==> src/rtl/tick_timer_pkg.sv <==
package tick_timer_pkg;

  typedef enum logic [1:0] {
    TM_OFF     = 2'b00,
    TM_RESTART = 2'b01,
    TM_STOP    = 2'b10,
    TM_FREE    = 2'b11
  } tm_mode_e;

  localparam logic [1:0] ADDR_COUNT = 2'd0;
  localparam logic [1:0] ADDR_CTRL  = 2'd1;
  localparam logic [1:0] ADDR_CAPS  = 2'd2;

  localparam int CAPS_PRESENT_BIT = 0;

endpackage

==> src/rtl/tt_compare.sv <==
module tt_compare
  import tick_timer_pkg::*;
#(
  parameter int CNT_W = 32,
  parameter int PER_W = 28
) (
  input  logic [CNT_W-1:0] cnt,
  input  logic [PER_W-1:0] period,
  input  tm_mode_e         mode,
  output logic             hit
);

  logic [PER_W-1:0] cnt_low;

  assign cnt_low = cnt[PER_W-1:0];

  // upper counter bits deliberately excluded from the comparison
  always_comb begin
    hit = (mode != TM_OFF) && (cnt_low == period);
  end

endmodule

==> src/rtl/tt_counter.sv <==
module tt_counter
  import tick_timer_pkg::*;
#(
  parameter int CNT_W = 32
) (
  input  logic             clk,
  input  logic             rst,
  input  logic             load,
  input  logic [CNT_W-1:0] load_val,
  input  tm_mode_e         mode,
  input  logic             hit,
  output logic [CNT_W-1:0] cnt_q
);

  localparam logic [CNT_W-1:0] CNT_ONE  = CNT_W'(1);
  localparam logic [CNT_W-1:0] CNT_ZERO = '0;

  logic [CNT_W-1:0] cnt_inc;
  logic [CNT_W-1:0] cnt_nxt;

  assign cnt_inc = cnt_q + CNT_ONE;

  always_comb begin
    cnt_nxt = cnt_q;
    if (load) begin
      cnt_nxt = load_val;
    end else begin
      unique case (mode)
        TM_OFF:     cnt_nxt = cnt_q;
        TM_RESTART: cnt_nxt = hit ? CNT_ZERO : cnt_inc;
        TM_STOP:    cnt_nxt = hit ? cnt_q : cnt_inc;
        TM_FREE:    cnt_nxt = cnt_inc;
        default:    cnt_nxt = cnt_q;
      endcase
    end
  end

  always_ff @(posedge clk) begin
    if (rst) cnt_q <= CNT_ZERO;
    else     cnt_q <= cnt_nxt;
  end

endmodule

==> src/rtl/tt_ctrl.sv <==
module tt_ctrl
  import tick_timer_pkg::*;
#(
  parameter int PER_W = 28
) (
  input  logic                 clk,
  input  logic                 rst,
  input  logic                 wr,
  input  logic [PER_W+3:0]     wdata,
  input  logic                 hit,
  output logic [PER_W-1:0]     period_q,
  output logic                 pend_q,
  output logic                 en_q,
  output tm_mode_e             mode_q,
  output logic                 irq_q
);

  localparam int PEND_BIT = PER_W;
  localparam int EN_BIT   = PER_W + 1;
  localparam int MODE_LO  = PER_W + 2;

  logic     pend_nxt;
  logic     en_nxt;
  logic     clr_req;

  assign clr_req = wr && !wdata[PEND_BIT];

  always_comb begin
    // a hardware hit outranks a software clear in the same cycle
    pend_nxt = hit || (pend_q && !clr_req);
    en_nxt   = wr ? wdata[EN_BIT] : en_q;
  end

  always_ff @(posedge clk) begin
    if (rst) begin
      period_q <= '0;
      pend_q   <= 1'b0;
      en_q     <= 1'b0;
      mode_q   <= TM_OFF;
      irq_q    <= 1'b0;
    end else begin
      if (wr) begin
        period_q <= wdata[PER_W-1:0];
        mode_q   <= tm_mode_e'(wdata[MODE_LO+1:MODE_LO]);
      end
      pend_q <= pend_nxt;
      en_q   <= en_nxt;
      irq_q  <= pend_nxt && en_nxt;
    end
  end

endmodule

==> src/rtl/tt_readback.sv <==
module tt_readback
  import tick_timer_pkg::*;
#(
  parameter int DATA_W = 32
) (
  input  logic              clk,
  input  logic              rst,
  input  logic [1:0]        addr,
  input  logic [DATA_W-1:0] cnt_word,
  input  logic [DATA_W-1:0] ctrl_word,
  output logic [DATA_W-1:0] rdata_q
);

  localparam logic [DATA_W-1:0] CAPS_WORD = DATA_W'(1) << CAPS_PRESENT_BIT;

  logic [DATA_W-1:0] sel;

  always_comb begin
    unique case (addr)
      ADDR_COUNT: sel = cnt_word;
      ADDR_CTRL:  sel = ctrl_word;
      ADDR_CAPS:  sel = CAPS_WORD;
      default:    sel = '0;
    endcase
  end

  always_ff @(posedge clk) begin
    if (rst) rdata_q <= '0;
    else     rdata_q <= sel;
  end

endmodule

==> src/rtl/tick_timer.sv <==
module tick_timer
  import tick_timer_pkg::*;
#(
  parameter int PER_W = 28,
  parameter int CNT_W = PER_W + 4
) (
  input  logic             clk,
  input  logic             rst,
  input  logic [1:0]       addr,
  input  logic             we,
  input  logic [CNT_W-1:0] wdata,
  output logic [CNT_W-1:0] rdata,
  output logic             irq
);

  logic             cnt_load;
  logic             ctrl_wr;
  logic [CNT_W-1:0] cnt_q;
  logic [PER_W-1:0] period_q;
  logic             pend_q;
  logic             en_q;
  tm_mode_e         mode_q;
  logic             hit;
  logic [CNT_W-1:0] ctrl_word;

  assign cnt_load  = we && (addr == ADDR_COUNT);
  assign ctrl_wr   = we && (addr == ADDR_CTRL);
  assign ctrl_word = {mode_q, en_q, pend_q, period_q};

  tt_compare #(.CNT_W(CNT_W), .PER_W(PER_W)) u_cmp (
    .cnt    (cnt_q),
    .period (period_q),
    .mode   (mode_q),
    .hit    (hit)
  );

  tt_counter #(.CNT_W(CNT_W)) u_cnt (
    .clk      (clk),
    .rst      (rst),
    .load     (cnt_load),
    .load_val (wdata),
    .mode     (mode_q),
    .hit      (hit),
    .cnt_q    (cnt_q)
  );

  tt_ctrl #(.PER_W(PER_W)) u_ctrl (
    .clk      (clk),
    .rst      (rst),
    .wr       (ctrl_wr),
    .wdata    (wdata),
    .hit      (hit),
    .period_q (period_q),
    .pend_q   (pend_q),
    .en_q     (en_q),
    .mode_q   (mode_q),
    .irq_q    (irq)
  );

  tt_readback #(.DATA_W(CNT_W)) u_rd (
    .clk       (clk),
    .rst       (rst),
    .addr      (addr),
    .cnt_word  (cnt_q),
    .ctrl_word (ctrl_word),
    .rdata_q   (rdata)
  );

endmodule

==> config.mk <==
export PLATFORM = sky130hd
export DESIGN_NAME = tick_timer
export DESIGN_NICKNAME = d
export VERILOG_FILES = /design/src/rtl/tick_timer_pkg.sv /design/src/rtl/tt_compare.sv /design/src/rtl/tt_counter.sv /design/src/rtl/tt_ctrl.sv /design/src/rtl/tt_readback.sv /design/src/rtl/tick_timer.sv
export SDC_FILE = /design/constraint.sdc
export NUM_CORES = 1
export LEC_CHECK = 0
export BUFFER_PORTS_ARGS = -buffer_cell sky130_fd_sc_hd__clkbuf_2
export CORE_MARGIN = 5
export CORE_UTILIZATION = 54
export CTS_BUF_LIST = sky130_fd_sc_hd__clkbuf_8
export CTS_CLUSTER_SIZE = 14
export DETAILED_ROUTE_END_ITERATION = 7
export HOLD_SLACK_MARGIN = 0.06
export PLACE_DENSITY = 0.76
export SYNTH_ARGS = -nofsm -noshare
export SYNTH_HDL_FRONTEND = slang
export SYNTH_SLANG_ARGS = --single-unit
==> constraint.sdc <==
create_clock -name clk -period 2.46 [get_ports clk]
set_input_delay 0.492 -clock clk [delete_from_list [all_inputs] [get_ports clk]]
set_output_delay 0.492 -clock clk [all_outputs]
set_load 0.1 [all_outputs]
==> run_results.csv <==
group,metric,value,unit
clock_tree,htree_num_levels,3,
place,dpl_worst_slack,0.126,ns
route,drc,0,
finish,final-instance-count-excl-fill,736,
finish,ratio_of_cells_with_drive_above_1_in_the_final_layout,0.214,
synthesis,share_of_synthesized_area_occupied_by_flip_flops_and_latches,0.421,
synthesis,syn-cell-area,4610,sq um
floorplan,effective_utilization_at_floorplan,0.558,
route,detail_route.vias_per_cell,5.69,
critical_path,crit_path_max_incr_delay,0.38,ns
hold_path,hold_path_class,"in -> reg",
route,dr.pass1.iters,5,
synthesis,yosys.cell_types.count,51,
clock_tree,cts-root-buf,"sky130_fd_sc_hd__clkbuf_8",
pwr,pwr_density_cell,569,nW/um^2
clock_tree,ctsLongestPathBuffers,2,
critical_path,crit_top_cell,"sky130_fd_sc_hd__o21ai_1",
critical_path,cp_data_arrival_time,2.56,ns
sta,final_critical_path_setup_slack,0.159,ns
sta,report.final.setup_viol,0,
place,port_buffers,69,
critical_path,crit_path_max_fanout,17,
sta,slew_headroom,0.563,
global_routing,first_global_vias,4021,
route,routed_wire_length_per_instance,16.2,microns
floorplan,num_rows,33,
place,place.detailed.instances,721,
finish,nNetsFinal,665,
critical_path,worst_setup_path_end_kind,"flip-flop",
clock_tree,worst_skew_pair.late_latency,0.36,ns
synthesis,mappedNetlistNets,596,
clock_tree,cts_setup_buffers,0,
synthesis,yosys_register_bits,97,
critical_path,critical_path.startpoint_type,"flip-flop",
pwr,vdd_drop_max,0.301,mV
global_routing,globalRoute.totalOverflow,0,
floorplan,die_height,102,microns
synthesis,async_flop_share,0,
critical_path,timing.setup.critical_path_class,"reg -> reg",
sta,timing.fmax,435,MHz
job,drv_cap,0,
synthesis,syn-instance-count,558,
synthesis,synth_top_cell_by_area,"sky130_fd_sc_hd__dfxtp_1",
floorplan,core-area,8260,sq um
sta,hold_viol_final,0,
place,place_congestion,0.927,
run_status,status,"completed",
floorplan,i_o_pins,70,
floorplan,chipWidth,102,microns
pwr,power.total,3.02,mW
critical_path,critical-path-top-delay-family,"compound AO/OA/AOI/OAI gates",
sta,drv_slew,0,
finish,syn2layout_area_growth,15.1,%
sta,worstMarginPinSlew,0.655,ns
route,post_drt_antenna_nets,0,
synthesis,synthesis.area_per_instance,8.26,sq um
global_routing,grt_start_max_net_pins,38,
synthesis,synthDominantCellAreaShare,0.421,
clock_tree,cts.clk_slew.worst_paths,0.09,ns
critical_path,cp.required,2.71,ns
global_routing,wire_length_of_the_first_global_routing_pass,19400,microns
synthesis,edff_count_synth,0,
route,detailed_route_via_count,4189,
route,totalWireLength,11900,microns
sta,layout_min_cycle_time,2.30,ns
critical_path,critical_path_buf_inv_count,1,
pwr,static_leakage,2.30,nW
finish,inserted_diodes,0,
synthesis,synth_area_leaders,"sky130_fd_sc_hd__dfxtp_1, sky130_fd_sc_hd__nand2_1, sky130_fd_sc_hd__mux2i_1",
place,detailedPlacementHpwl,8400,microns
sta,period_share,0.935,
floorplan,area_enclosed_by_the_die_boundary,10500,sq um
global_routing,global_route.usage.total,0.235,
sta,fin_worst_hold_slack,0.347,ns
clock_tree,cts_num_sinks,97,
clock_tree,tritoncts,"done",
global_routing,initial_antenna_violation_count,0,
critical_path,cells_along_the_critical_path,"xor2_1 -> nor4_2 -> nand4_1 -> o21ai_1 -> a21oi_4 -> buf_4 -> a21oi_1 -> o21ai_1",
clock_tree,cts_inserted_buffers,9,
sta,worst_clock_skew,0.0112,ns
route,drt_iter0_drc,316,
critical_path,crit_path_top_delay_cell,"sky130_fd_sc_hd__nor4_2",
synthesis,postSynth.topFlopCell,"sky130_fd_sc_hd__dfxtp_1",
synthesis,ys.warnings.count,0,
## layer usage
layer | up-vias | wire length [microns] | track usage
li1 | 2054 | - | -
met1 | 1960 | 5330 | 0.311
met2 | 160 | 5530 | 0.380
met3 | 15 | 875 | 0.0498
met4 | 0 | 204 | 0.0817
met5 | - | 0 | 0
## final cells by class
cell class	instances	area, sq um
timing repair buffer	93	538
fill	743	2950
sequential	97	1940
inverter	14	52.6
multi-input combinational	412	2480
tap	105	131
clock inverter	6	38.8
clock buffer	9	124
## stage by stage
stage	cell area, sq um	TNS (ns)	utilization
after floorplan	4610	0	-
after global placement	5110	0	0.619
after detailed placement	5110	0	0.619
after CTS	5280	0	0.639
after global routing	5310	-0.0279	0.642
final	5310	0	0.642
## cells by family after synthesis
group | share of synthesized area
and+or+nand+nor | 0.232
muxes | 0.0673
AOI/OAI and AO/OA | 0.170
DFF | 0.421
adders and majority gates | 0.00271
buffers and inverters | 0.0494
xor gates and xnor gates | 0.0570
## synthesized netlist by cell type, drive strengths merged, types with 2 or more instances
master	instances
mux2i	31
nand2	95
nor3	9
dfxtp	97
or2	3
or3	2
and4	2
and3	5
nor2	63
a221o	3
xor2	29
nor4	10
nand3	17
a31oi	3
buf	14
clkbuf	21
o211ai	3
a21oi	48
o21ai	30
a21o	3
nor2b	6
a22oi	24
nand4	6
and2	7
or4	2
o311ai	2
inv	14
## worst reg2reg max path, cell delays in order, from the launching register on
cell and delay (ns):
sky130_fd_sc_hd__dfxtp_1 0.35, sky130_fd_sc_hd__xor2_1 0.19, sky130_fd_sc_hd__nor4_2 0.39, sky130_fd_sc_hd__nand4_1 0.26
sky130_fd_sc_hd__o21ai_1 0.33, sky130_fd_sc_hd__a21oi_4 0.18, sky130_fd_sc_hd__buf_4 0.24, sky130_fd_sc_hd__a21oi_1 0.18
sky130_fd_sc_hd__o21ai_1 0.08
## worst paths after layout
path | from | end | slack (ns) | cells after the start
max | u_ctrl.period_q[3] | u_cnt.cnt_q[7] | 0.16 | 8
min | wdata[2] | u_cnt.cnt_q[2] | 0.35 | 3
max reg2reg | u_ctrl.period_q[3] | u_cnt.cnt_q[7] | 0.16 | 8
min reg2reg | u_ctrl.period_q[26] | u_ctrl.period_q[26] | 0.49 | 2
## flip-flops by register name, summed over array words and instances, names as in the netlist
| register | flops |
|---|---|
| u_ctrl.en_q | 1 |
| u_ctrl.pend_q | 1 |
| u_ctrl.mode_q | 2 |
| u_cnt.cnt_q | 32 |
| u_ctrl.irq_q | 1 |
| u_ctrl.period_q | 28 |
| u_rd.rdata_q | 32 |
## report_power, final
group | internal [mW] | switching, mW | total, mW
Clock | 0.357 | 0.553 | 0.910
Combinational | 0.152 | 0.283 | 0.436
Sequential | 1.62 | 0.0542 | 1.67
Total | 2.13 | 0.890 | 3.02
## cells in the final DEF (no fill, tap or decap), types with 4 or more instances in the layout
cell type                  netlist  final
sky130_fd_sc_hd__xor2_1         29     29
sky130_fd_sc_hd__nand2_1        94     94
sky130_fd_sc_hd__clkbuf_8        0      9
sky130_fd_sc_hd__o21ai_0        13     13
sky130_fd_sc_hd__and2_1          4      4
sky130_fd_sc_hd__a22oi_2        10     10
sky130_fd_sc_hd__nand3_1        16     16
sky130_fd_sc_hd__dfxtp_1        97     95
sky130_fd_sc_hd__buf_4           2     23
sky130_fd_sc_hd__clkbuf_2        1     69
sky130_fd_sc_hd__nand4_1         6      6
sky130_fd_sc_hd__nor3_1          6      6
sky130_fd_sc_hd__inv_1          14     16
sky130_fd_sc_hd__nor4_2          3      4
sky130_fd_sc_hd__nor4_1          7      6
sky130_fd_sc_hd__mux2i_1        31     31
sky130_fd_sc_hd__o21ai_1        17     17
sky130_fd_sc_hd__a22oi_1        14     14
sky130_fd_sc_hd__and3_1          5      5
sky130_fd_sc_hd__a21oi_1        46     46
sky130_fd_sc_hd__nor2_1         63     63
sky130_fd_sc_hd__nor2b_1         6      5
## repair_timing
item / CTS / global route
hold buffers: 0 / 0
endpoints found under the setup margin: 0 / 18
gates resized for setup: 0 / 6
endpoints found under the hold margin: 0 / 0
Note: power is estimated with default switching activity, not from simulation.
